--- src/rtl/deep_sleep_pkg.sv ---
package deep_sleep_pkg;

  typedef enum logic [2:0] {
    ST_IDLE       = 3'd0,
    ST_WAIT_DUAL  = 3'd1,
    ST_ACKED      = 3'd2,
    ST_DEEP       = 3'd3,
    ST_WAIT_RAILS = 3'd4,
    ST_WAIT_WARN  = 3'd5
  } seqState_t;

  // synchronized observations from the datapath
  typedef struct packed {
    logic warnLow;
    logic warnFall;
    logic sleepLow;
    logic dualLow;
    logic railsUp;
    logic timedOut;
    logic wakeHit;
  } seqFlags_t;

  // control strobes toward the datapath
  typedef struct packed {
    logic cntClr;
    logic errSet;
    logic errClr;
    logic wakeArm;
    logic wakeClr;
  } seqStrobe_t;

endpackage

--- src/rtl/deep_sleep_sync.sv ---
module deep_sleep_sync #(
  parameter int WIDTH = 1,
  parameter int STAGES = 2,
  parameter logic [WIDTH-1:0] RESET_VAL = '0
) (
  input  logic             clk,
  input  logic             rstN,
  input  logic [WIDTH-1:0] d,
  output logic [WIDTH-1:0] q
);
  localparam int DEPTH = (STAGES < 1) ? 1 : STAGES;

  logic [WIDTH-1:0] chain [DEPTH];

  always_ff @(posedge clk or negedge rstN) begin
    if (!rstN) begin
      for (int s = 0; s < DEPTH; s++) chain[s] <= RESET_VAL;
    end else begin
      chain[0] <= d;
      for (int s = 1; s < DEPTH; s++) chain[s] <= chain[s-1];
    end
  end

  assign q = chain[DEPTH-1];
endmodule

--- src/rtl/deep_sleep_dp.sv ---
module deep_sleep_dp
  import deep_sleep_pkg::*;
#(
  parameter int SYNC_STAGES = 2,
  parameter int CNT_W = 16,
  parameter int NUM_WAKE = 8
) (
  input  logic                clk,
  input  logic                rstN,
  input  logic                hubWarnN,
  input  logic                hubSleepN,
  input  logic                dualRailLow,
  input  logic                susRailsUp,
  input  logic [NUM_WAKE-1:0] wakeSrc,
  input  logic [NUM_WAKE-1:0] wakeEnable,
  input  logic [CNT_W-1:0]    timeoutCycles,
  input  seqStrobe_t          strobe,
  output seqFlags_t           flags,
  output logic                wakeReq,
  output logic                errFlag
);
  localparam int SYNC_W = 4 + NUM_WAKE;
  localparam logic [SYNC_W-1:0] SYNC_RST = {2'b11, 2'b00, {NUM_WAKE{1'b0}}};
  localparam logic [CNT_W-1:0] CNT_MAX = {CNT_W{1'b1}};

  logic [SYNC_W-1:0]   syncQ;
  logic                warnSyncN;
  logic                sleepSyncN;
  logic                dualSync;
  logic                railsSync;
  logic [NUM_WAKE-1:0] wakeSync;
  logic                warnPrevN;
  logic [CNT_W-1:0]    waitCnt;
  logic                limitOn;

  deep_sleep_sync #(
    .WIDTH(SYNC_W),
    .STAGES(SYNC_STAGES),
    .RESET_VAL(SYNC_RST)
  ) inSync_i (
    .clk(clk),
    .rstN(rstN),
    .d({hubWarnN, hubSleepN, dualRailLow, susRailsUp, wakeSrc}),
    .q(syncQ)
  );

  assign {warnSyncN, sleepSyncN, dualSync, railsSync, wakeSync} = syncQ;

  // warning edge detect for a fresh entry
  always_ff @(posedge clk or negedge rstN) begin
    if (!rstN) warnPrevN <= 1'b1;
    else       warnPrevN <= warnSyncN;
  end

  // wait-step cycle counter, saturating
  always_ff @(posedge clk or negedge rstN) begin
    if (!rstN)                 waitCnt <= '0;
    else if (strobe.cntClr)    waitCnt <= '0;
    else if (waitCnt != CNT_MAX) waitCnt <= waitCnt + CNT_W'(1);
  end

  assign limitOn = (timeoutCycles != '0);

  // wake request latch
  always_ff @(posedge clk or negedge rstN) begin
    if (!rstN)                                  wakeReq <= 1'b0;
    else if (strobe.wakeClr)                    wakeReq <= 1'b0;
    else if (strobe.wakeArm && flags.wakeHit)   wakeReq <= 1'b1;
  end

  // sticky timeout flag
  always_ff @(posedge clk or negedge rstN) begin
    if (!rstN)              errFlag <= 1'b0;
    else if (strobe.errClr) errFlag <= 1'b0;
    else if (strobe.errSet) errFlag <= 1'b1;
  end

  always_comb begin
    flags.warnLow  = ~warnSyncN;
    flags.warnFall = warnPrevN & ~warnSyncN;
    flags.sleepLow = ~sleepSyncN;
    flags.dualLow  = dualSync;
    flags.railsUp  = railsSync;
    flags.timedOut = limitOn && (waitCnt >= (timeoutCycles - CNT_W'(1)));
    flags.wakeHit  = |(wakeSync & wakeEnable);
  end

  assert_wake_held_R9: assert property (@(posedge clk) disable iff (!rstN)
    (wakeReq && !strobe.wakeClr) |=> wakeReq);

  assert_err_held_R10: assert property (@(posedge clk) disable iff (!rstN)
    (errFlag && !strobe.errClr) |=> errFlag);

endmodule

--- src/rtl/deep_sleep_ctrl.sv ---
module deep_sleep_ctrl
  import deep_sleep_pkg::*;
(
  input  logic       clk,
  input  logic       rstN,
  input  seqFlags_t  flags,
  input  logic       errFlag,
  input  logic       wakeReq,
  output seqStrobe_t strobe,
  output logic       ackN,
  output logic       stbyRailEnN,
  output logic       resumeRstN
);
  seqState_t state;
  seqState_t nextState;
  logic      timeoutTaken;
  logic      nAck;
  logic      nRailOff;
  logic      nRstLow;

  always_comb begin
    nextState    = state;
    timeoutTaken = 1'b0;
    case (state)
      ST_IDLE: begin
        if (flags.warnFall) nextState = ST_WAIT_DUAL;
      end
      ST_WAIT_DUAL: begin
        if (!flags.warnLow)      nextState = ST_IDLE;
        else if (flags.dualLow)  nextState = ST_ACKED;
        else if (flags.timedOut) begin
          nextState    = ST_IDLE;
          timeoutTaken = 1'b1;
        end
      end
      ST_ACKED: begin
        if (!flags.warnLow)      nextState = ST_IDLE;
        else if (flags.sleepLow) nextState = ST_DEEP;
        else if (flags.timedOut) begin
          nextState    = ST_IDLE;
          timeoutTaken = 1'b1;
        end
      end
      ST_DEEP: begin
        if (!flags.sleepLow) nextState = ST_WAIT_RAILS;
      end
      ST_WAIT_RAILS: begin
        if (flags.railsUp)       nextState = ST_WAIT_WARN;
        else if (flags.timedOut) begin
          nextState    = ST_IDLE;
          timeoutTaken = 1'b1;
        end
      end
      ST_WAIT_WARN: begin
        if (!flags.warnLow)      nextState = ST_IDLE;
        else if (flags.timedOut) begin
          nextState    = ST_IDLE;
          timeoutTaken = 1'b1;
        end
      end
      default: nextState = ST_IDLE;
    endcase
  end

  always_comb begin
    strobe.cntClr  = (nextState != state);
    strobe.errSet  = timeoutTaken;
    strobe.errClr  = (state == ST_IDLE) && flags.warnFall;
    strobe.wakeArm = (state == ST_DEEP);
    strobe.wakeClr = (state == ST_DEEP) && (nextState != ST_DEEP);
  end

  // output decode of the next state
  always_comb begin
    nAck     = 1'b0;
    nRailOff = 1'b0;
    nRstLow  = 1'b0;
    case (nextState)
      ST_ACKED:      nAck = 1'b1;
      ST_DEEP: begin
        nAck     = 1'b1;
        nRailOff = 1'b1;
        nRstLow  = 1'b1;
      end
      ST_WAIT_RAILS: begin
        nAck    = 1'b1;
        nRstLow = 1'b1;
      end
      ST_WAIT_WARN:  nAck = 1'b1;
      default: ;
    endcase
  end

  always_ff @(posedge clk or negedge rstN) begin
    if (!rstN) begin
      state       <= ST_IDLE;
      ackN        <= 1'b1;
      stbyRailEnN <= 1'b0;
      resumeRstN  <= 1'b1;
    end else begin
      state       <= nextState;
      ackN        <= ~nAck;
      stbyRailEnN <= nRailOff;
      resumeRstN  <= ~nRstLow;
    end
  end

  assert_ack_after_dual_R2: assert property (@(posedge clk) disable iff (!rstN)
    $fell(ackN) |-> $past(flags.dualLow));

  assert_rail_cut_after_ack_R4: assert property (@(posedge clk) disable iff (!rstN)
    $rose(stbyRailEnN) |-> ($past(!ackN) && $past(flags.sleepLow)));

  assert_reset_after_rails_R5: assert property (@(posedge clk) disable iff (!rstN)
    $rose(resumeRstN) |-> ($past(flags.railsUp) || errFlag));

  assert_err_lands_idle_R8: assert property (@(posedge clk) disable iff (!rstN)
    $rose(errFlag) |-> (ackN && !stbyRailEnN && resumeRstN));

  assert_wake_only_asleep_R9: assert property (@(posedge clk) disable iff (!rstN)
    wakeReq |-> stbyRailEnN);

endmodule

--- src/rtl/deep_sleep_seq.sv ---
module deep_sleep_seq
  import deep_sleep_pkg::*;
#(
  parameter int SYNC_STAGES = 2,
  parameter int CNT_W = 16,
  parameter int NUM_WAKE = 8
) (
  input  logic                clk,
  input  logic                rstN,
  input  logic                hubWarnN,
  input  logic                hubSleepN,
  input  logic                dualRailLow,
  input  logic                susRailsUp,
  input  logic [NUM_WAKE-1:0] wakeSrc,
  input  logic [NUM_WAKE-1:0] wakeEnable,
  input  logic [CNT_W-1:0]    timeoutCycles,
  output logic                ackN,
  output logic                stbyRailEnN,
  output logic                resumeRstN,
  output logic                wakeReq,
  output logic                errFlag
);
  seqFlags_t  flags;
  seqStrobe_t strobe;

  deep_sleep_dp #(
    .SYNC_STAGES(SYNC_STAGES),
    .CNT_W(CNT_W),
    .NUM_WAKE(NUM_WAKE)
  ) dp_i (
    .clk(clk),
    .rstN(rstN),
    .hubWarnN(hubWarnN),
    .hubSleepN(hubSleepN),
    .dualRailLow(dualRailLow),
    .susRailsUp(susRailsUp),
    .wakeSrc(wakeSrc),
    .wakeEnable(wakeEnable),
    .timeoutCycles(timeoutCycles),
    .strobe(strobe),
    .flags(flags),
    .wakeReq(wakeReq),
    .errFlag(errFlag)
  );

  deep_sleep_ctrl ctrl_i (
    .clk(clk),
    .rstN(rstN),
    .flags(flags),
    .errFlag(errFlag),
    .wakeReq(wakeReq),
    .strobe(strobe),
    .ackN(ackN),
    .stbyRailEnN(stbyRailEnN),
    .resumeRstN(resumeRstN)
  );
endmodule

--- config.mk ---
export PLATFORM = sky130hd
export DESIGN_NAME = deep_sleep_seq
export DESIGN_NICKNAME = d
export VERILOG_FILES = /design/src/rtl/deep_sleep_pkg.sv /design/src/rtl/deep_sleep_sync.sv /design/src/rtl/deep_sleep_dp.sv /design/src/rtl/deep_sleep_ctrl.sv /design/src/rtl/deep_sleep_seq.sv
export SDC_FILE = /design/constraint.sdc
export NUM_CORES = 1
export LEC_CHECK = 0
export BUFFER_PORTS_ARGS = -buffer_cell sky130_fd_sc_hd__buf_2
export CAP_MARGIN = 15
export CORE_ASPECT_RATIO = 0.5
export CORE_MARGIN = 4
export CORE_UTILIZATION = 53
export DETAILED_ROUTE_END_ITERATION = 6
export MAX_ROUTING_LAYER = met4
export PLACE_DENSITY = 0.73
export SLEW_MARGIN = 25
export SYNTH_ARGS = -nofsm -noshare
export SYNTH_HDL_FRONTEND = slang
export SYNTH_SLANG_ARGS = --single-unit
export TNS_END_PERCENT = 50
--- constraint.sdc ---
create_clock -name clk -period 2.8 [get_ports clk]
set_input_delay 0.28 -clock clk [delete_from_list [all_inputs] [get_ports clk]]
set_output_delay 0.28 -clock clk [all_outputs]
set_load 0.01 [all_outputs]
==> results_dict.tcl <==
set metrics [dict create \
    netlist_instances 314 \
    drt-initial-drc-count 127 \
    setup.worst_path.start_class "primary input" \
    dominantRegCellSynth "sky130_fd_sc_hd__dfrtp_1" \
    setup_tns_ns 0 \
    internal_power_mw 1.599 \
    yosys_register_bits 49 \
    avgViaCountPerCell 5.989 \
    worst-slew-pin-transition_ns 0.6013 \
    cp_cell_sequence "buf_6 -> or3_4 -> nor3_4 -> nand3_2 -> nor4_4 -> xnor2_1 -> ha_1 -> nand4_1 -> nor3_2 -> a32oi_1 -> and3_4 -> a21oi_4 -> clkbuf_16 -> mux2i_1" \
    critPathRequiredTime_ns 3.01 \
    cts-root-buf "sky130_fd_sc_hd__clkbuf_16" \
    antenna_left 0 \
    synth_enable_flop_cells 0 \
    final_period_minus_worst_setup_slack_ns 2.713 \
    antenna_cells 0 \
    route.final.wire_length_um 7355 \
    sw_frac_of_total_pct 34.93 \
    worst_clock_skew_ns 0.006038 \
    antenna_found_initial 0 \
    clockPowerShare_pct 28.5 \
    insertion_delay_ns 0.29 \
    yosys_warnings 0 \
    total_die_area_um2 7117 \
    clock_slew_seen_by_the_registers_of_the_worst_setup_and_hold_paths_ns 0.07 \
    net-switching-power_mw 0.8582 \
    cts_inserted_buffers 5 \
    initial_utilization_pct 55.16 \
    gp_routability_congestion 1.003 \
    critical_path.slowest_cell "sky130_fd_sc_hd__or3_4" \
    final.hold.worst_slack_ns -0.01212 \
    dr.pass1.iters 5 \
    clkSinkCount 49 \
    static-leakage-power_nw 1.706 \
    rsz0062_at_grt "true" \
    syn_area_um2 3055 \
    finished_cell_area_um2 3726 \
    grt_first_pass_wirelength_um 11990 \
    cts.hold.buffers_added 0 \
    timing.final.max_slew_violations 0 \
    floorplan.io_pins 43 \
    grt_overflow 0 \
    timing_hold_violations_final 7 \
    largest_net_degree_at_the_start_of_global_routing 50 \
    die-width_um 115.4 \
    setup_viol 0 \
    dp.final_hpwl_um 5184 \
    drv.max_cap_violation_count 0 \
    hold_path.class "primary input to asynchronous set/reset pin" \
    drt-wirelength-per-cell_um 16.64 \
    cts_max_level 2 \
    cts_tree "built" \
    mappedNetlistNets 371 \
    peakVddDrop_v 0.0004109 \
    placed_instances 432 \
    rows 19 \
    violations "negative hold slack" \
    coreArea_um2 5539 \
    ys_seq_area_share_pct 40.42 \
    clock.fmax_mhz 368.5 \
    nets 425 \
    worst_ep_arrival_time_ns 2.92 \
    slew_headroom_pct 59.92 \
    avgSynthCellArea_um2 9.731 \
    post_route_cells_drive_above_1_share_pct 25.20 \
    async_flop_share_pct 100.0 \
    route.detailed.drc 0 \
    critPathMaxFanout 8 \
    grt_util_all_layers_pct 21.95 \
    port-buffer-count 42 \
    yosys.cell_types.count 47 \
    combPwrFrac_pct 35.8 \
    die-height_um 61.69 \
    nFillCells 442 \
    worstSetupEndpointType "flip-flop" \
    synth_area_leader_cell "sky130_fd_sc_hd__dfrtp_1" \
    outcome "complete, but fails checks" \
    dpl_cell_area_um2 3446 \
    yosys.area.top_type_share_pct 34.40 \
    power.density_cell_area_nw_per_um2 659.4 \
    layoutNonFillerInstCount 442 \
    synth.area.top_cells "sky130_fd_sc_hd__dfrtp_1 34%, sky130_fd_sc_hd__ha_1 7.8%, sky130_fd_sc_hd__mux2i_1 6.2%, sky130_fd_sc_hd__dfstp_2 6.0%, sky130_fd_sc_hd__o211ai_1 5.9%" \
    clock_path_buffers 2 \
    critPathMaxStageDelay_ns 0.40 \
    setup.worst_path.class "primary input to flip-flop" \
    share_seq_of_total_power_pct 35.8 \
    area_growth_syn_to_layout_pct 21.95 \
    num_vias 2647 \
    grt_pass1_vias 2617 \
    timing.final.crit_share_pct 96.91 \
]
[flip-flops by register name, indices dropped and copies added, names as in the netlist]
| name | flops |
|---|---|
| ctrl_i.stbyRailEnN | 1 |
| ctrl_i.resumeRstN | 1 |
| dp_i.waitCnt | 16 |
| dp_i.wakeReq | 1 |
| dp_i.warnPrevN | 1 |
| ctrl_i.state | 3 |
| ctrl_i.ackN | 1 |
| dp_i.inSync_i.chain | 12 |
| dp_i.inSync_i.q | 12 |
| dp_i.errFlag | 1 |
[final cells by class]
| type | count | area [µm²] | share of cell area (%) |
|---|---|---|---|
| Inverter | 12 | 45.04 | 1.209 |
| Multi-Input combinational cell | 238 | 1764 | 47.35 |
| Clock inverter | 3 | 50.05 | 1.343 |
| Timing Repair Buffer | 62 | 415.4 | 11.15 |
| Tap cell | 73 | 91.34 | 2.451 |
| Sequential cell | 49 | 1235 | 33.14 |
| Clock buffer | 5 | 125.1 | 3.358 |
[per-stage QoR]
step	power, mW	setup slack (ns)	util, %
after floorplan	1.449	-0.03461	-
after global placement	1.632	-0.1149	62.21
after detailed placement	1.662	-0.2735	62.21
after CTS	2.371	0.003538	65.39
after global routing	2.600	-0.05215	67.27
final	2.457	0.08656	67.27
[cell families after synthesis]
family                     after synthesis  share of synthesized area (%)
and+or+nand+nor                        104                          18.47
AOI/OAI and AO/OA                       71                          15.52
DFF                                     49                          40.42
buffers and inverters                   27                          4.422
xor gates and xnor gates                25                          7.166
muxes                                   19                          6.224
adders and majority gates               19                          7.781
[cells in the final DEF (no fill, tap or decap), types with 4 or more instances in the layout]
cell type	netlist	final
sky130_fd_sc_hd__ha_1	19	19
sky130_fd_sc_hd__nand2_1	19	18
sky130_fd_sc_hd__o211ai_1	24	24
sky130_fd_sc_hd__nor3_1	10	8
sky130_fd_sc_hd__clkbuf_16	0	6
sky130_fd_sc_hd__o21ai_0	18	17
sky130_fd_sc_hd__inv_1	12	12
sky130_fd_sc_hd__xnor2_1	11	11
sky130_fd_sc_hd__nor4_1	7	6
sky130_fd_sc_hd__buf_4	0	19
sky130_fd_sc_hd__nand3_1	13	12
sky130_fd_sc_hd__mux2i_1	19	19
sky130_fd_sc_hd__a22oi_1	4	4
sky130_fd_sc_hd__nand4_1	9	9
sky130_fd_sc_hd__buf_2	5	38
sky130_fd_sc_hd__a21oi_1	12	12
sky130_fd_sc_hd__xor2_1	14	14
sky130_fd_sc_hd__nand2b_1	5	5
sky130_fd_sc_hd__dfstp_2	7	7
sky130_fd_sc_hd__dfrtp_1	42	42
sky130_fd_sc_hd__nor2_1	21	21
sky130_fd_sc_hd__nor2b_1	4	4
[power by group through the flow]
| stage | Combinational, mW | Clock [mW] | Sequential [mW] |
|---|---|---|---|
| after global placement | 0.746 | 0 | 0.886 |
| after detailed placement | 0.773 | 0 | 0.889 |
| after global routing | 0.964 | 0.741 | 0.894 |
| after CTS | 0.784 | 0.708 | 0.878 |
| after floorplan | 0.594 | 0 | 0.855 |
| final | 0.879 | 0.700 | 0.878 |
[worst max-delay path: cells and delay by family]
kind | cells | cell delay (ns)
buffers and inverters | 2 | 0.31
AO/OA/AOI/OAI | 2 | 0.35
adder cells (fa/ha/maj) | 1 | 0.33
XOR/XNOR | 1 | 0.11
AND/OR/NAND/NOR | 7 | 1.36
multiplexers | 1 | 0.18
[synthesized netlist by cell type (all sizes together) (2+ instances only)]
cell,instances
dfrtp,42
nand2,19
xnor2,11
dfstp,7
nand4,9
mux2i,19
a21oi,13
nand2b,5
o211ai,24
nor2b,4
buf,8
nor3,11
clkbuf,7
xor2,14
a22oi,4
a31oi,2
ha,19
or3,3
and3,3
nand3,14
inv,12
nor2,21
nor4,9
nor4b,3
o21ai,18
[repair_timing]
item | in CTS | in global routing
cloned | 0 | 1
resized for setup | 1 | 15
buffers inserted | 0 | 1
endpoints found under the setup margin | 1 | 21
[path summary, 6_finish.rpt]
kind                                    startpoint                       to  slack [ns]  cells past startpoint
hold / removal                                rstN         dp_i.waitCnt[13]       -0.01                      1
setup / recovery                  timeoutCycles[9]          dp_i.waitCnt[5]        0.09                     14
setup reg to reg                   dp_i.waitCnt[0]          dp_i.waitCnt[8]        0.44                      9
hold reg to reg            dp_i.inSync_i.chain[16]       dp_i.inSync_i.q[4]        0.35                      0
max in group asynchronous                     rstN          ctrl_i.state[2]        2.39                      1
min in group clk                         hubSleepN  dp_i.inSync_i.chain[22]        0.08                      1
[layer usage]
metal	vias up	global-route usage, %	wire length [µm]
li1	1265	-	-
met4	0	5.351	74
met5	-	-	0
met1	1275	26.93	3165
met3	13	3.288	476
met2	94	39.31	3638
(Power assumes the default switching activity.)
